### config.mk
export PLATFORM = sky130hd
export DESIGN_NAME = alu_core
export DESIGN_NICKNAME = d
export VERILOG_FILES = /design/src/rtl/alu_pkg.sv /design/src/rtl/alu_adder.sv /design/src/rtl/alu_logic.sv /design/src/rtl/alu_less.sv /design/src/rtl/alu_core.sv
export SDC_FILE = /design/constraint.sdc
export NUM_CORES = 1
export LEC_CHECK = 0
export BUFFER_PORTS_ARGS = -buffer_cell sky130_fd_sc_hd__buf_2
export CORE_AREA = 8 8 143 145
export DETAILED_ROUTE_END_ITERATION = 16
export DIE_AREA = 0 0 151 153
export SLEW_MARGIN = 20
export SYNTH_ARGS = -nofsm -noshare
export SYNTH_HDL_FRONTEND = slang
export SYNTH_SLANG_ARGS = --single-unit
### constraint.sdc
create_clock -name vclk -period 12.4
set_input_delay 2.48 -clock vclk [all_inputs]
set_output_delay 2.48 -clock vclk [all_outputs]
set_load 0.005 [all_outputs]
### src/rtl/alu_pkg.sv
package alu_pkg;
  typedef enum logic [2:0] {
    OP_ADD  = 3'd0,
    OP_SUB  = 3'd1,
    OP_AND  = 3'd2,
    OP_OR   = 3'd3,
    OP_XOR  = 3'd4,
    OP_NOR  = 3'd5,
    OP_SLT  = 3'd6,
    OP_SLTU = 3'd7
  } alu_op_e;

  typedef enum logic [1:0] {
    LG_AND = 2'd0,
    LG_OR  = 2'd1,
    LG_XOR = 2'd2,
    LG_NOR = 2'd3
  } logic_fn_e;
endpackage

### src/rtl/alu_adder.sv
module alu_adder #(
  parameter int unsigned WIDTH = 32
) (
  input  logic [WIDTH-1:0] a_i,
  input  logic [WIDTH-1:0] b_i,
  input  logic             inv_b_i,
  input  logic             cin_i,
  output logic [WIDTH-1:0] sum_o,
  output logic             cout_o,
  output logic             ovf_o
);
  localparam int unsigned MSB = WIDTH - 1;

  logic [WIDTH-1:0] b_eff;
  logic [WIDTH:0]   full;

  assign b_eff  = inv_b_i ? ~b_i : b_i;
  assign full   = {1'b0, a_i} + {1'b0, b_eff} + {{WIDTH{1'b0}}, cin_i};
  assign sum_o  = full[WIDTH-1:0];
  assign cout_o = full[WIDTH];
  // operands agree in sign, sum disagrees
  assign ovf_o  = (a_i[MSB] == b_eff[MSB]) && (sum_o[MSB] != a_i[MSB]);
endmodule

### src/rtl/alu_logic.sv
module alu_logic
  import alu_pkg::*;
#(
  parameter int unsigned WIDTH = 32
) (
  input  logic [WIDTH-1:0] a_i,
  input  logic [WIDTH-1:0] b_i,
  input  logic_fn_e        fn_i,
  output logic [WIDTH-1:0] y_o
);
  always_comb begin
    unique case (fn_i)
      LG_AND:  y_o = a_i & b_i;
      LG_OR:   y_o = a_i | b_i;
      LG_XOR:  y_o = a_i ^ b_i;
      default: y_o = ~(a_i | b_i);
    endcase
  end
endmodule

### src/rtl/alu_less.sv
module alu_less (
  input  logic diff_msb_i,
  input  logic diff_ovf_i,
  input  logic diff_cout_i,
  input  logic unsigned_i,
  output logic lt_o
);
  // signed: sign of difference corrected by overflow; unsigned: borrow
  assign lt_o = unsigned_i ? ~diff_cout_i : (diff_msb_i ^ diff_ovf_i);
endmodule

### src/rtl/alu_core.sv
module alu_core
  import alu_pkg::*;
#(
  parameter int unsigned WIDTH = 32
) (
  input  logic [WIDTH-1:0] a_i,
  input  logic [WIDTH-1:0] b_i,
  input  logic [2:0]       op_i,
  input  logic             carry_i,
  output logic [WIDTH-1:0] result_o,
  output logic             zero_o,
  output logic             neg_o,
  output logic             carry_o,
  output logic             ovf_o
);
  localparam int unsigned MSB = WIDTH - 1;

  alu_op_e          op;
  logic             use_sub;
  logic             is_arith;
  logic             cin_eff;
  logic [WIDTH-1:0] sum;
  logic             sum_cout;
  logic             sum_ovf;
  logic [WIDTH-1:0] lg_y;
  logic             lt;
  logic_fn_e        lg_fn;

  assign op       = alu_op_e'(op_i);
  assign use_sub  = (op == OP_SUB) || (op == OP_SLT) || (op == OP_SLTU);
  assign is_arith = (op == OP_ADD) || (op == OP_SUB);
  assign cin_eff  = use_sub ? 1'b1 : carry_i;
  assign lg_fn    = logic_fn_e'(op_i[1:0] - 2'd2);

  alu_adder #(.WIDTH(WIDTH)) u_add (
    .a_i     (a_i),
    .b_i     (b_i),
    .inv_b_i (use_sub),
    .cin_i   (cin_eff),
    .sum_o   (sum),
    .cout_o  (sum_cout),
    .ovf_o   (sum_ovf)
  );

  alu_logic #(.WIDTH(WIDTH)) u_logic (
    .a_i  (a_i),
    .b_i  (b_i),
    .fn_i (lg_fn),
    .y_o  (lg_y)
  );

  alu_less u_less (
    .diff_msb_i  (sum[MSB]),
    .diff_ovf_i  (sum_ovf),
    .diff_cout_i (sum_cout),
    .unsigned_i  (op == OP_SLTU),
    .lt_o        (lt)
  );

  always_comb begin
    unique case (op)
      OP_ADD, OP_SUB:  result_o = sum;
      OP_SLT, OP_SLTU: result_o = {{(WIDTH-1){1'b0}}, lt};
      default:         result_o = lg_y;
    endcase
  end

  assign zero_o  = ~|result_o;
  assign neg_o   = result_o[MSB];
  assign carry_o = is_arith & sum_cout;
  assign ovf_o   = is_arith & sum_ovf;
endmodule

# Word level (Yosys, flattened, before mapping)
# Cells that the tools add are included.
[classes] n_lt_le_gt_ge=0 multipliers=0 n_eq_ne=7 div=0 bitwise_logic=9 n_addsub=3 shift=0 reduce_logical=10 muxes=5
[ops] operator="32-bit one-hot mux with 3 select lines" n=1
[ops] operator="32-bit NOT" n=2
[ops] operator="32-bit one-hot mux with 2 select lines" n=1
[ops] operator="32-bit by 32-bit adder with 33-bit output" n=1
[ops] operator="33-bit by 1-bit adder with 33-bit output" n=1
[ops] operator="32-bit bitwise AND" n=1
[ops] operator="32-bit two-way mux" n=1
[ops] operator="32-bit bitwise OR" n=1
[ops] operator="32-bit OR reduction" n=1
[ops] operator="32-bit XOR" n=1
[ops] operator="3-bit == test (second input constant)" n=2
[ops] operator="2-bit OR reduction" n=2
[ops] operator="3-bit by 1-bit == test with 1-bit output (second input constant)" n=1
[ops] operator="3-bit logical NOT" n=1
[ops] operator="1-bit logical OR" n=3
[ops] operator="1-bit bitwise AND" n=2
[ops] operator="2-bit by 1-bit == test with 1-bit output (second input constant)" n=1
[ops] operator="2-bit == test (second input constant)" n=1
[ops] operator="2-bit logical NOT" n=1
[ops] operator="1-bit two-way mux" n=2
[ops] operator="2-bit subtractor (second input constant)" n=1
[ops] operator="1-bit == test" n=1
[ops] operator="1-bit logical AND" n=1
[ops] operator="1-bit logical NOT" n=1
[ops] operator="other kinds (3)" n=3
[word_totals] reg_bits=0 mem_bits_ro=0 latch_bits=0 ram_bits=0 n_memories=0 output_inout_bits=36 inputBits=68

# Depth between registers and ports, before layout
[depth] depth_word=13 mapped_depth=29 depth_no_buf=23

# By module
# Synthesis repeated with hierarchy kept, for this count alone.
[unflattened] cells_unflattened=742 area_unflattened_um2=5036.1
[by_module_without_submodules] mod="alu_logic" area_per_inst_um2=2242.2 cells_each=306 n_inst=1
[by_module_without_submodules] mod="alu_adder" area_per_inst_um2=2073.2 cells_each=289 n_inst=1
[by_module_without_submodules] mod="alu_core" area_per_inst_um2=701.9 cells_each=145 n_inst=1
[by_module_without_submodules] mod="alu_less" area_per_inst_um2=18.8 cells_each=2 n_inst=1

# Worst setup path before layout
# Ideal clock, no wire load.
[synth_timing] kind="input -> output" from="input port op_i[0]" to="output port zero_o" path_buffers=6 setup_slack_ns=2.085 cell_stages=28 arrival_time_ns=7.835 required_time_ns=9.920 cell_sequence="buf_2 > buf_2 > buf_2 > buf_2 > buf_1 > a21oi_1 > buf_2 > xnor2_1 > fa_1 > a211oi_2 > o21ai_0 > a211oi_1 > nor4_1 > o31a_1 > a41o_1 > a21o_1 > a21oi_1 > fa_1 > nor2_1 > a31oi_1 > o221ai_1 > nor4_1 > nand4_1 > nor4_1 > nand4bb_1 > nor4_4 > nand4_1 > nor3_2"
[synth_lines] item="start: declaration" line="alu_core.sv:8" source="input logic [2:0] op_i,"
[synth_lines] item="3-bit by 1-bit == test with 1-bit output / 3-bit == test (equally long branches)" line="alu_core.sv:30, alu_core.sv:61"
[synth_lines] item="1-bit logical OR (2 in series)" line="alu_core.sv:30" source="assign use_sub = (op == OP_SUB) || (op == OP_SLT) || (op == OP_SLTU);"
[synth_lines] item="32-bit two-way mux" line="alu_adder.sv:17" source="assign b_eff = inv_b_i ? ~b_i : b_i;"
[synth_lines] item="32-bit by 32-bit adder with 33-bit output" line="alu_adder.sv:18" source="assign full = {1'b0, a_i} + {1'b0, b_eff} + {{WIDTH{1'b0}}, cin_i};"
[synth_lines] item="33-bit by 1-bit adder with 33-bit output" line="alu_adder.sv:18"
[synth_lines] item="32-bit one-hot mux with 2 select lines (*)" line="alu_core.sv:61" source="unique case (op)"
[synth_lines] item="net neg_o" line="alu_core.sv:12" source="output logic neg_o,"
[synth_lines] item="32-bit OR reduction (*)" line="alu_core.sv:68" source="assign zero_o = ~|result_o;"
[synth_lines] item="1-bit logical NOT (*)" line="alu_core.sv:68"
[synth_lines] item="end: declaration" line="alu_core.sv:11" source="output logic zero_o,"
# The timed path passes the listed nets; every way through them passes the cells marked *.

# Worst setup path after layout
[layout_timing] from="input port op_i[1]" to="output port zero_o"
[layout_via] elab_chain_len=13
[layout_rtl] item="3-bit by 1-bit == test with 1-bit output / 3-bit == test (equally long branches)" line="alu_core.sv:30, alu_core.sv:61"
[layout_rtl] item="1-bit logical OR (2 in series)" line="alu_core.sv:30"
[layout_rtl] item="32-bit two-way mux" line="alu_adder.sv:17"
[layout_rtl] item="32-bit by 32-bit adder with 33-bit output" line="alu_adder.sv:18"
[layout_rtl] item="33-bit by 1-bit adder with 33-bit output" line="alu_adder.sv:18"
[layout_rtl] item="1-bit inequality test" line="alu_adder.sv:22" source="assign ovf_o = (a_i[MSB] == b_eff[MSB]) && (sum_o[MSB] != a_i[MSB]);"
[layout_rtl] item="1-bit logical AND" line="alu_adder.sv:22"
[layout_rtl] item="1-bit XOR" line="alu_less.sv:9" source="assign lt_o = unsigned_i ? ~diff_cout_i : (diff_msb_i ^ diff_ovf_i);"
[layout_rtl] item="1-bit two-way mux" line="alu_less.sv:9"
[layout_rtl] item="32-bit one-hot mux with 2 select lines (*)" line="alu_core.sv:61"
[layout_rtl] item="32-bit OR reduction (*)" line="alu_core.sv:68"
[layout_rtl] item="1-bit logical NOT (*)" line="alu_core.sv:68"
# Mark *: on every way between the ends. The rest lies on a longest branch, timed or not.

==> impl_metrics.env <==
export IMPL_ys_seq_area_share_pct=0
export IMPL_drt_wl_total_um=15800
export IMPL_routabilityCongestion=0.864
export IMPL_end_kind="output pin"
export IMPL_hpwlAfterDp_um=13000
export IMPL_power_leakage_nw=2.43
export IMPL_syn_inst=628
export IMPL_cp_top_family="simple AND/OR/NAND/NOR gates"
export IMPL_rows=50
export IMPL_drive_gt1_share_pct=18.5
export IMPL_fin_tns_setup_ns=0
export IMPL_rsz0062_at_grt="false"
export IMPL_via_count=4831
export IMPL_grt_first_pass_wirelength_um=25100
export IMPL_hold_buffers=0
export IMPL_design_core_area_sq_mm=0.0183
export IMPL_post_cts_setup_buffers=0
export IMPL_crit_fanout=19
export IMPL_nets=865
export IMPL_ant_nets=0
export IMPL_nFlopsAndLatches=0
export IMPL_pin_count=104
export IMPL_critPathBufInv=2
export IMPL_hold_class="in2out"
export IMPL_critPathLaunchType="input port"
export IMPL_n_fill_cell=2056
export IMPL_grt_max_degree=51
export IMPL_hold_slack_ns=5.48
export IMPL_drv_cap=0
export IMPL_min_period_ns=11.28
export IMPL_drtPass1Iterations=5
export IMPL_power_density_mw_per_mm2=61.2
export IMPL_fin_crit_sh_pct=91.0
export IMPL_hold_violations=0
export IMPL_die_y_um=153
export IMPL_placed_area_sq_mm=0.00515
export IMPL_crit_path_frequent_cell="nor4_1"
export IMPL_antenna_found_initial=0
export IMPL_worst_pin_slew_ns=1.03
export IMPL_track_usage_pct=13.1
export IMPL_max_stage_delay_ns=0.82
export IMPL_die_w_um=151
export IMPL_status="finished, final reports clean"
export IMPL_critPathSlowestCell="nor2_1"
export IMPL_synth_cell_types=65
export IMPL_worstPathArrival_ns=8.80
export IMPL_synth_area_sq_mm=0.00446
export IMPL_drt_vias_per_instance=5.19
export IMPL_drt_iter0_markers=327
export IMPL_syn_nets=794
export IMPL_num_antenna_cells=0
export IMPL_port_buffer_count=104
export IMPL_required_ns=9.92
export IMPL_critPathKind="in2out"
export IMPL_cts_resized=0
export IMPL_routedWlPerCell_um=16.9
export IMPL_seq_area_sq_um=0
export IMPL_syn2layout_area_growth_pct=15.4
export IMPL_max_slew_margin_rel_pct=31.0
export IMPL_design_area_sq_mm=0.00515
export IMPL_drv_slew=0
export IMPL_grt_pass1_vias=4661
export IMPL_clkbuf_count=0
export IMPL_start_util_pct=24.4
export IMPL_setup_viol=0
export IMPL_drc=0
export IMPL_vdd_ir_drop_max_v=0.0000221
export IMPL_die_area_sq_mm=0.0231
export IMPL_max_clock_freq_ghz=0.0886
export IMPL_avgSynthCellArea_sq_um=7.11
export IMPL_overflow=0
export IMPL_yosysWarnings=0
-- final timing paths --
path	startpoint	end	slack, ns	cells after the start
worst max-delay path	op_i[1]	zero_o	1.12	25
worst min-delay path	a_i[31]	ovf_o	5.48	4
-- cell usage after synthesis, types with 5 or more instances --
cell / instances / area (sq um)
a211oi_1: 16 / 120
nor3_1: 7 / 35.0
o211ai_1: 5 / 37.5
ha_1: 95 / 1190
nand2_1: 45 / 169
xor2_1: 13 / 114
clkbuf_1: 13 / 48.8
o22ai_1: 13 / 81.3
o21ai_0: 35 / 175
o21a_1: 5 / 37.5
nand4_1: 15 / 93.8
buf_2: 21 / 105
inv_1: 70 / 263
a21o_1: 5 / 37.5
a221o_1: 6 / 60.1
a221oi_1: 22 / 193
nor4_1: 5 / 31.3
nor2_1: 48 / 180
nand3_1: 11 / 55.1
xnor2_1: 41 / 359
a21oi_1: 46 / 230
-- metrics by stage --
step	power (W)	instances	util [%]	setup WS (ns)
after floorplan	0.000218	628	-	2.08
after CTS	0.000315	931	28.2	1.13
after global routing	0.000351	931	28.2	0.586
after global placement	0.000312	931	28.2	1.34
final	0.000315	931	28.2	1.12
after detailed placement	0.000313	931	28.2	1.16
-- final cells by class --
type / count / area (sq um) / share of cell area [%]
Multi-Input combinational cell: 518 / 4040 / 78.4
Timing Repair Buffer: 109 / 558 / 10.8
Tap cell: 234 / 293 / 5.68
Inverter: 70 / 263 / 5.10
-- report_power, final --
group          internal, W  switching, W  total (W)
registers                0             0          0
logic             0.000124      0.000191   0.000315
clock network            0             0          0
total             0.000124      0.000191   0.000315
-- metal layers --
metal	global-route usage [%]	vias up	share of wire, %
met2	22.5	134	47
met5	0	-	0
li1	-	2430	-
met1	17.9	2252	47
met3	1.21	15	5.2
met4	1.18	0	1.1
-- cells in the final DEF (no fill, tap or decap), drive strengths merged, types with 15 or more instances in the layout --
cell type,Yosys,routed
a221oi,22,22
nand4,15,15
a21oi,48,48
xnor2,41,41
nand2,45,45
a211oi,18,18
o21ai,36,36
nor2,48,48
inv,70,70
buf,27,109
ha,95,95
-- cell families (layout without fill, tap and decap cells) --
family | after synthesis | count (layout) | synth area share, %
xor gates and xnor gates | 54 | 54 | 10.6
muxes | 5 | 5 | 1.15
and+or+nand+nor | 161 | 161 | 18.0
adders and majority gates | 98 | 98 | 28.0
AOI/OAI and AO/OA | 200 | 200 | 32.2
buffers and inverters | 110 | 179 | 10.1
No activity file was read; power rests on OpenSTA's default activity.
